<file path="src/rtl/dcc_pkg.sv">
package dcc_pkg;

    typedef enum logic [1:0] {
        ST_IDLE = 2'd0,
        ST_ACC  = 2'd1,
        ST_DIV  = 2'd2
    } cal_state_e;

    function automatic int acc_bits(input int sample_w, input int cnt_w);
        return sample_w + cnt_w;
    endfunction

    function automatic int step_bits(input int acc_w);
        return $clog2(acc_w + 1);
    endfunction

endpackage

</file>
<file path="src/rtl/dcc_accum.sv">
module dcc_accum #(
    parameter int SAMPLE_W = 24,
    parameter int CNT_W    = 24,
    localparam int ACC_W   = dcc_pkg::acc_bits(SAMPLE_W, CNT_W)
) (
    input  logic                clk,
    input  logic                rst,
    input  logic                clr,
    input  logic                en,
    input  logic [SAMPLE_W-1:0] sample,
    output logic [ACC_W-1:0]    sum,
    output logic [CNT_W-1:0]    count
);

    logic [ACC_W-1:0] sample_ext;

    assign sample_ext = {{CNT_W{sample[SAMPLE_W-1]}}, sample};

    always_ff @(posedge clk) begin
        if (rst || clr) begin
            sum   <= '0;
            count <= '0;
        end else if (en) begin
            sum   <= sum + sample_ext;
            count <= count + 1'b1;
        end
    end

endmodule

</file>
<file path="src/rtl/dcc_divider.sv">
module dcc_divider #(
    parameter int SAMPLE_W = 24,
    parameter int CNT_W    = 24,
    localparam int ACC_W   = dcc_pkg::acc_bits(SAMPLE_W, CNT_W),
    localparam int STEP_W  = dcc_pkg::step_bits(ACC_W)
) (
    input  logic                clk,
    input  logic                rst,
    input  logic                start,
    input  logic [ACC_W-1:0]    dividend,
    input  logic [CNT_W-1:0]    divisor,
    output logic [SAMPLE_W-1:0] mean,
    output logic                done
);

    logic [ACC_W-1:0]  work_q;
    logic [CNT_W-1:0]  rem_q;
    logic [CNT_W-1:0]  dsr_q;
    logic              neg_q;
    logic [STEP_W-1:0] steps_q;
    logic              done_q;

    logic [CNT_W:0]    trial;
    logic [CNT_W:0]    diff;
    logic              fits;
    logic [SAMPLE_W:0] mag;
    logic [SAMPLE_W:0] signed_q;

    assign trial = {rem_q, work_q[ACC_W-1]};
    assign diff  = trial - {1'b0, dsr_q};
    assign fits  = trial >= {1'b0, dsr_q};

    always_ff @(posedge clk) begin
        if (rst) begin
            work_q  <= '0;
            rem_q   <= '0;
            dsr_q   <= '0;
            neg_q   <= 1'b0;
            steps_q <= '0;
            done_q  <= 1'b0;
        end else if (start) begin
            neg_q   <= dividend[ACC_W-1];
            work_q  <= dividend[ACC_W-1] ? (~dividend + 1'b1) : dividend;
            rem_q   <= '0;
            dsr_q   <= divisor;
            steps_q <= STEP_W'(ACC_W);
            done_q  <= 1'b0;
        end else if (steps_q != '0) begin
            if (fits) begin
                rem_q  <= diff[CNT_W-1:0];
                work_q <= {work_q[ACC_W-2:0], 1'b1};
            end else begin
                rem_q  <= trial[CNT_W-1:0];
                work_q <= {work_q[ACC_W-2:0], 1'b0};
            end
            steps_q <= steps_q - 1'b1;
            done_q  <= (steps_q == STEP_W'(1));
        end else begin
            done_q <= 1'b0;
        end
    end

    assign mag      = work_q[SAMPLE_W:0];
    assign signed_q = neg_q ? (~mag + 1'b1) : mag;
    assign mean     = signed_q[SAMPLE_W-1:0];
    assign done     = done_q;


    rem_below_divisor_chk: assert property (@(posedge clk) disable iff (rst)
        (steps_q != '0) |-> (rem_q < dsr_q));


    no_restart_chk: assert property (@(posedge clk) disable iff (rst)
        start |-> (steps_q == '0));

endmodule

</file>
<file path="src/rtl/dcc_offset_reg.sv">
module dcc_offset_reg #(
    parameter int SAMPLE_W = 24
) (
    input  logic                clk,
    input  logic                rst,
    input  logic                cal_wr,
    input  logic [SAMPLE_W-1:0] cal_val,
    input  logic                host_wr,
    input  logic [SAMPLE_W-1:0] host_val,
    output logic [SAMPLE_W-1:0] q
);

    always_ff @(posedge clk) begin
        if (rst) begin
            q <= '0;
        end else if (cal_wr) begin
            q <= cal_val;
        end else if (host_wr) begin
            q <= host_val;
        end
    end


    host_write_chk: assert property (@(posedge clk) disable iff (rst)
        (host_wr && !cal_wr) |=> (q == $past(host_val)));


    cal_write_chk: assert property (@(posedge clk) disable iff (rst)
        cal_wr |=> (q == $past(cal_val)));

endmodule

</file>
<file path="src/rtl/dc_offset_cal.sv">
module dc_offset_cal #(
    parameter int SAMPLE_W = 24,
    parameter int CNT_W    = 24
) (
    input  logic                clk,
    input  logic                rst,
    input  logic                smp_valid,
    input  logic [SAMPLE_W-1:0] smp_data,
    input  logic                cal_start,
    input  logic [CNT_W-1:0]    cyc_count,
    input  logic                reg_wr,
    input  logic [SAMPLE_W-1:0] reg_wdata,
    output logic [SAMPLE_W-1:0] reg_rdata,
    output logic                busy,
    output logic                drdy
);
    import dcc_pkg::*;

    localparam int ACC_W = acc_bits(SAMPLE_W, CNT_W);

    cal_state_e           state_q;
    logic [CNT_W-1:0]     n_q;
    logic                 drdy_q;
    logic [ACC_W-1:0]     sum;
    logic [CNT_W-1:0]     count;
    logic [SAMPLE_W-1:0]  mean;
    logic                 div_done;
    logic                 start_ok;
    logic                 acc_full;
    logic                 acc_en;
    logic                 div_start;
    logic                 result_wr;

    assign start_ok  = cal_start && (state_q == ST_IDLE);
    assign acc_full  = (count == n_q);
    assign acc_en    = (state_q == ST_ACC) && smp_valid && !acc_full;
    assign div_start = (state_q == ST_ACC) && acc_full;
    assign result_wr = (state_q == ST_DIV) && div_done;

    dcc_accum #(.SAMPLE_W(SAMPLE_W), .CNT_W(CNT_W)) u_accum (
        .clk    (clk),
        .rst    (rst),
        .clr    (start_ok),
        .en     (acc_en),
        .sample (smp_data),
        .sum    (sum),
        .count  (count)
    );

    dcc_divider #(.SAMPLE_W(SAMPLE_W), .CNT_W(CNT_W)) u_div (
        .clk      (clk),
        .rst      (rst),
        .start    (div_start),
        .dividend (sum),
        .divisor  (n_q),
        .mean     (mean),
        .done     (div_done)
    );

    dcc_offset_reg #(.SAMPLE_W(SAMPLE_W)) u_reg (
        .clk      (clk),
        .rst      (rst),
        .cal_wr   (result_wr),
        .cal_val  (mean),
        .host_wr  (reg_wr),
        .host_val (reg_wdata),
        .q        (reg_rdata)
    );

    always_ff @(posedge clk) begin
        if (rst) begin
            state_q <= ST_IDLE;
            n_q     <= CNT_W'(1);
            drdy_q  <= 1'b0;
        end else begin
            drdy_q <= result_wr;
            unique case (state_q)
                ST_IDLE: if (start_ok) begin
                    state_q <= ST_ACC;
                    n_q     <= (cyc_count == '0) ? CNT_W'(1) : cyc_count;
                end
                ST_ACC:  if (acc_full) state_q <= ST_DIV;
                ST_DIV:  if (div_done) state_q <= ST_IDLE;
                default: state_q <= ST_IDLE;
            endcase
        end
    end

    assign busy = (state_q != ST_IDLE);
    assign drdy = drdy_q;


    drdy_single_chk: assert property (@(posedge clk) disable iff (rst)
        drdy |=> !drdy);


    busy_drdy_excl_chk: assert property (@(posedge clk) disable iff (rst)
        drdy |-> !busy);


    count_bound_chk: assert property (@(posedge clk) disable iff (rst)
        busy |-> (count <= n_q));


    n_hold_chk: assert property (@(posedge clk) disable iff (rst)
        (busy && $past(busy)) |-> $stable(n_q));


    n_nonzero_chk: assert property (@(posedge clk) disable iff (rst)
        n_q != '0);

endmodule

</file>
<file path="config.mk">
export PLATFORM = sky130hd
export DESIGN_NAME = dc_offset_cal
export DESIGN_NICKNAME = d
export VERILOG_FILES = /design/src/rtl/dcc_pkg.sv /design/src/rtl/dcc_accum.sv /design/src/rtl/dcc_divider.sv /design/src/rtl/dcc_offset_reg.sv /design/src/rtl/dc_offset_cal.sv
export SDC_FILE = /design/constraint.sdc
export NUM_CORES = 1
export LEC_CHECK = 0
export BUFFER_PORTS_ARGS = -buffer_cell sky130_fd_sc_hd__buf_4
export CORE_AREA = 3 3 223 225
export CTS_BUF_LIST = sky130_fd_sc_hd__clkbuf_2
export CTS_CLUSTER_SIZE = 12
export DETAILED_ROUTE_END_ITERATION = 8
export DIE_AREA = 0 0 226 228
export PLACE_DENSITY = 0.42
export SYNTH_ARGS = -nofsm -noshare
export SYNTH_HDL_FRONTEND = slang
export SYNTH_SLANG_ARGS = --single-unit
export TNS_END_PERCENT = 100
</file>
<file path="constraint.sdc">
create_clock -name clk -period 6.4 [get_ports clk]
set_input_delay 1.6 -clock clk [delete_from_list [all_inputs] [get_ports clk]]
set_output_delay 1.6 -clock clk [all_outputs]
set_load 0.03 [all_outputs]
</file>
# Yosys cells after proc, flatten, opt, wreduce, memory -nomap -nowiden
# Cells that the tools add are included.
dict set report classes {
  addsub 6
  n_lt_le_gt_ge 1
  n_eq_ne 7
  muxes 15
  bitwise_logic 3
  reduce_logical 17
}
# op count
set op_table {}
lappend op_table {{two-way mux 48 bit} 3}
lappend op_table {{two-way mux 24 bit} 5}
lappend op_table {{adder 24 x 1 -> 24 bit, second input constant} 2}
lappend op_table {{adder 48 x 1 -> 48 bit, second input constant} 1}
lappend op_table {{adder 48 bit} 1}
lappend op_table {{inverter 48 bit} 1}
lappend op_table {{>= comparator 25 x 24 -> 1 bit} 1}
lappend op_table {{equality test 24 bit} 1}
lappend op_table {{logical NOT 24 bit} 1}
lappend op_table {{inverter 24 bit} 1}
lappend op_table {{subtractor 24 bit} 1}
lappend op_table {{two-way mux 6 bit} 2}
lappend op_table {{equality test 6 x 1 -> 1 bit, second input constant} 1}
lappend op_table {{two-way mux 2 bit} 3}
lappend op_table {{case mux 2 bit (3 select lines)} 1}
lappend op_table {{nonzero test 2 bit} 3}
lappend op_table {{nonzero test 6 bit} 1}
lappend op_table {{subtractor 6 x 1 -> 6 bit, second input constant} 1}
lappend op_table {{logical AND 1 bit} 5}
lappend op_table {{!= test 2 x 1 -> 1 bit, second input constant} 2}
lappend op_table {{AND reduction 3 bit} 1}
lappend op_table {{OR reduction 3 bit} 1}
lappend op_table {{equality test 2 x 1 -> 1 bit, second input constant} 1}
lappend op_table {{equality test 2 bit, second input constant} 1}
lappend op_table {{other kinds (8)} 8}
dict set report word_totals {
  register_bits 227
  inputBits 77
  output_inout_bits 26
  wordCells 62
}

# Longest topological paths before layout
dict set report logic_depth {
  ltp_word 4
  mapped_depth 13
  depth_no_buf 13
}

# Hierarchy
# A second synthesis with hierarchy kept.
dict set report unflattened {
  hier_cells 1837
  hier_area_um2 14799.2
}
# module n_inst cells_each area_per_inst_um2 seq_area_each_um2
set by_module_without_submodules {}
lappend by_module_without_submodules {dcc_divider 1 923 7071.8 2082.0}
lappend by_module_without_submodules {dcc_accum 1 648 5223.8 1441.4}
lappend by_module_without_submodules {dc_offset_cal 1 160 1270.0 540.5}
lappend by_module_without_submodules {dcc_offset_reg 1 106 1233.7 480.5}

# Worst setup path before layout
# No wires, ideal clock.
dict set report synth_path {
  kind {input to register}
  start {in smp_data[10]}
  end {reg u_accum.sum[29]}
  setup_ns 0.070
  arrival_time_ns 3.884
  t_required_ns 6.330
  path_slack_ns 2.445
  cell_stages 10
  path_buffers 0
  path_cell_list {ha_1 -> a21oi_1 -> o22ai_1 -> or4_1 -> o221a_2 -> a2111o_1 -> a21oi_1 -> xnor2_1 -> nand2_1 -> a21oi_1}
}
dict set report synth_via {
  elab_chain_cells 1
}
# element line_no
set synth_lines {}
lappend synth_lines {{start, declared} dc_offset_cal.sv:8} ;# input logic [SAMPLE_W-1:0] smp_data,
lappend synth_lines {{adder 48 bit} dcc_accum.sv:24} ;# sum <= sum + sample_ext;
lappend synth_lines {{end signal, assigned} dcc_accum.sv:24}
lappend synth_lines {{end, declared} dcc_accum.sv:11} ;# output logic [ACC_W-1:0] sum,
# No other way between the ends.
# A chain may end at the register's enable or synchronous reset.

# Final worst setup path
dict set report layout_path {
  start {in smp_data[0]}
  end {reg u_accum.sum[46]}
}
# The elaborated chain is that of the path after synthesis.

==> impl_metrics.tcl <==
set metrics [dict create \
    cts_resized 0 \
    cp_slowest_cell "a31oi_1" \
    initial_core_util_pct 30.1 \
    swShare_pct 43.0 \
    reg2reg_to "u_div.rem_q[3]$_SDFFE_PP0N_" \
    synth_area_leaders "dfxtp_1, nand2_1, ha_1" \
    track_usage_pct 16.8 \
    grt_max_degree 83 \
    core_area_mm2 0.0477 \
    die_y_um 228 \
    worstMarginPinSlew_ns 1.06 \
    clockBufferDepth 3 \
    cts_tree "done" \
    cts_max_level 3 \
    timing.final.hold_violations 0 \
    netSwitchingPower_w 0.00207 \
    synth_top_area_share_pct 31.6 \
    outcome "finished, final reports clean" \
    clk_latency_ns 0.95 \
    hold_class "reg -> reg" \
    pin_count 103 \
    clkSinkCount 227 \
    final_antenna_net_count 0 \
    die_area_mm2 0.0515 \
    syn_nets 1994 \
    vias_per_cell 5.22 \
    r2r_cells 12 \
    ys_types 65 \
    critical_path_class "in -> reg" \
    cts-root-buf "clkbuf_2" \
    pwr-share-seq_pct 34.4 \
    syn_area_mm2 0.0144 \
    pwr-share-clk_pct 23.3 \
    synth_commonest_cells "nand2_1, dfxtp_1, nor2_1" \
    grt_pass1_vias 13034 \
    crit_path_start "smp_data[0]" \
    post-synth-top-count-cell "nand2_1" \
    grt-ovfl-total 0 \
    cp_max_fo 5 \
    drv_slew 0 \
    path_cells "buf_4 > ha_1 > fa_1 > a211oi_1 > o21ai_0 > nand2_1 > o211ai_1 > a31oi_1 > o21ai_0 > a41oi_1 > or4_1 > nand3_1" \
    crit_arrival_ns 4.66 \
    cts_buffers 71 \
    cp_num_cells 12 \
    critPathBufInv 1 \
    place.gp.congestion 0.885 \
    rows 80 \
    setup_viol 0 \
    layout-drive-gt1-share_pct 12.3 \
    p_leak_nw 6.44 \
    grt_pass1_wl_um 70800 \
    postCtsSetupRepairBufs 0 \
    routedWlPerCell_um 17.0 \
    finalSetupTns_ns 0 \
    wl_um 43800 \
    synth_edf_count 0 \
    ys.flop_type "dfxtp_1" \
    drc_errors 0 \
    finalCriticalPeriod_ns 3.86 \
    cpPeakStageDelay_ns 0.60 \
    startpoint_type "input port" \
    clk_pin_slew_ns 0.09 \
    reg2reg_slack_ns 2.71 \
    ys_seq_area_share_pct 31.6 \
    finClkSkew_ns 0.0789 \
    p_per_area_mw_per_mm2 296 \
    port_buffers 102 \
    antenna_found_initial 2 \
    period_share_pct 60.3 \
    fillers 5211 \
    vias 13471 \
    combPwrFrac_pct 42.3 \
    hold_ws_ns 0.464 \
    rsz0062_at_grt "no" \
    drt_iter0_markers 657 \
    ys_seq_elements 227 \
    cp_top_family "compound AO/OA/AOI/OAI gates" \
    yosys_warnings 0 \
    place_hpwl_um 31400 \
    dr.pass1.iters 5 \
    cp-endpoint "u_accum.sum[46]$_SDFFE_PP0P_" \
    synth_top_area_cell "dfxtp_1" \
    async_flop_share_pct 0 \
    intPower_w 0.00274 \
    reg2reg_from "u_div.dsr_q[1]$_SDFFE_PP0P_" \
    avgSynthCellArea_um2 7.81 \
    endpoint_kind "flip-flop" \
    nets 2075 \
    ir_worst_vdd_v 0.000261 \
    area_growth_pct 13.0 \
    die_width_um 226 \
    cts_hold_buf 0 \
    synthCells 1839 \
    path_common_cell "o21ai_0" \
    max_clock_freq_ghz 0.259 \
    crit_required_ns 7.20 \
    maxCapViolations 0 \
    relSlewSlack_pct 29.0 \
]
final cells by class:
type / count / area (um2) / share of cell area [%]
sequential: 227 / 4550 / 28.0
antenna: 2 / 5.00 / 0.0308
multi-input combinational: 1458 / 9290 / 57.2
clock buffer: 98 / 490 / 3.02
inverter: 47 / 176 / 1.09
timing repair buffer: 115 / 863 / 5.32
clock inverter: 17 / 92.6 / 0.571
tap: 615 / 769 / 4.74
worst min-delay path by stage:
stage	startpoint	end	slack [ns]	depth (start not counted)
2_1_floorplan	u_div.steps_q[2]$_SDFFE_PP0N_	u_div.done$_SDFF_PP0_	0.43	1
3_3_place_gp	u_div.dsr_q[1]$_SDFFE_PP0P_	u_div.dsr_q[1]$_SDFFE_PP0P_	0.45	2
3_5_place_dp	u_div.dsr_q[12]$_SDFFE_PP0P_	u_div.dsr_q[12]$_SDFFE_PP0P_	0.45	2
4_1_cts	u_div.rem_q[8]$_SDFFE_PP0N_	u_div.rem_q[9]$_SDFFE_PP0N_	0.44	2
5_1_grt	u_div.dsr_q[3]$_SDFFE_PP0P_	u_div.dsr_q[3]$_SDFFE_PP0P_	0.48	2
6_report	u_div.dsr_q[5]$_SDFFE_PP0P_	u_div.dsr_q[5]$_SDFFE_PP0P_	0.46	2
per-layer routing:
| layer | routed length, um | part of all wire [%] | GRT usage (%) | vias to the layer above |
|---|---|---|---|---|
| met5 | 0 | 0 | 0 | - |
| met4 | 732 | 1.7 | 4.23 | 0 |
| met3 | 1920 | 4.4 | 3.43 | 62 |
| met2 | 18700 | 43 | 25.1 | 256 |
| met1 | 22400 | 51 | 24.5 | 6305 |
| li1 | - | - | - | 6848 |
worst reg2reg max path: cells and delay by family, from the launching register on:
kind,cells,cell delay [ns]
compound gates,6,1.87
simple gates,3,0.49
buf+inv,2,0.48
flops,1,0.35
fa+ha+maj,1,0.31
cells in the final DEF, fill, tap and decap left out, types with 48 or more instances in the layout:
cell      Yosys  final
buf_4         0    115
nand3_1      48     48
xnor2_1     108    108
nand2_1     275    274
a211oi_1     53     53
ha_1         76     76
clkbuf_2      0     98
o21ai_0      93     93
xor2_1       51     51
a21oi_1     158    156
nor2_1      165    164
dfxtp_1     227    226
cells by family (layout without fill, tap and decap cells):
| logic type | after synthesis | count (layout) | synth area share (%) |
|---|---|---|---|
| and+or+nand+nor | 656 | 656 | 21.0 |
| adders and majority gates | 78 | 78 | 6.90 |
| DFF | 227 | 227 | 31.6 |
| other | 0 | 2 | 0 |
| muxes | 34 | 34 | 2.37 |
| xor gates and xnor gates | 159 | 159 | 9.70 |
| AOI/OAI and AO/OA | 531 | 531 | 24.4 |
| buffers and inverters | 154 | 277 | 4.03 |
power by group through the flow:
stage	Combinational (W)	Sequential [W]	Clock [W]
CTS	0.00205	0.00165	0.00120
global placement	0.00204	0.00169	0
floorplan	0.00156	0.00166	0
finish	0.00203	0.00165	0.00112
detailed placement	0.00204	0.00168	0
global route	0.00231	0.00167	0.00126
through the flow:
stage	total power (W)	area (um2)	cells	util [%]	setup WS, ns
finish	0.00481	16200	2579	34.0	2.54
global route	0.00524	16200	2579	34.0	2.42
CTS	0.00490	16200	2577	34.0	2.65
detailed placement	0.00373	15600	2462	32.8	1.72
global placement	0.00373	15600	2462	32.8	1.76
floorplan	0.00321	14400	1839	-	2.45
sequential cells by signal, indices dropped and copies added, names as in the netlist, 2 cells and up:
name           flops
n_q               24
state_q            2
u_accum.count     24
u_accum.sum       48
u_div.dsr_q       24
u_div.rem_q       24
u_div.steps_q      6
u_div.work_q      48
u_reg.q           24
(Power assumes the default switching activity.)
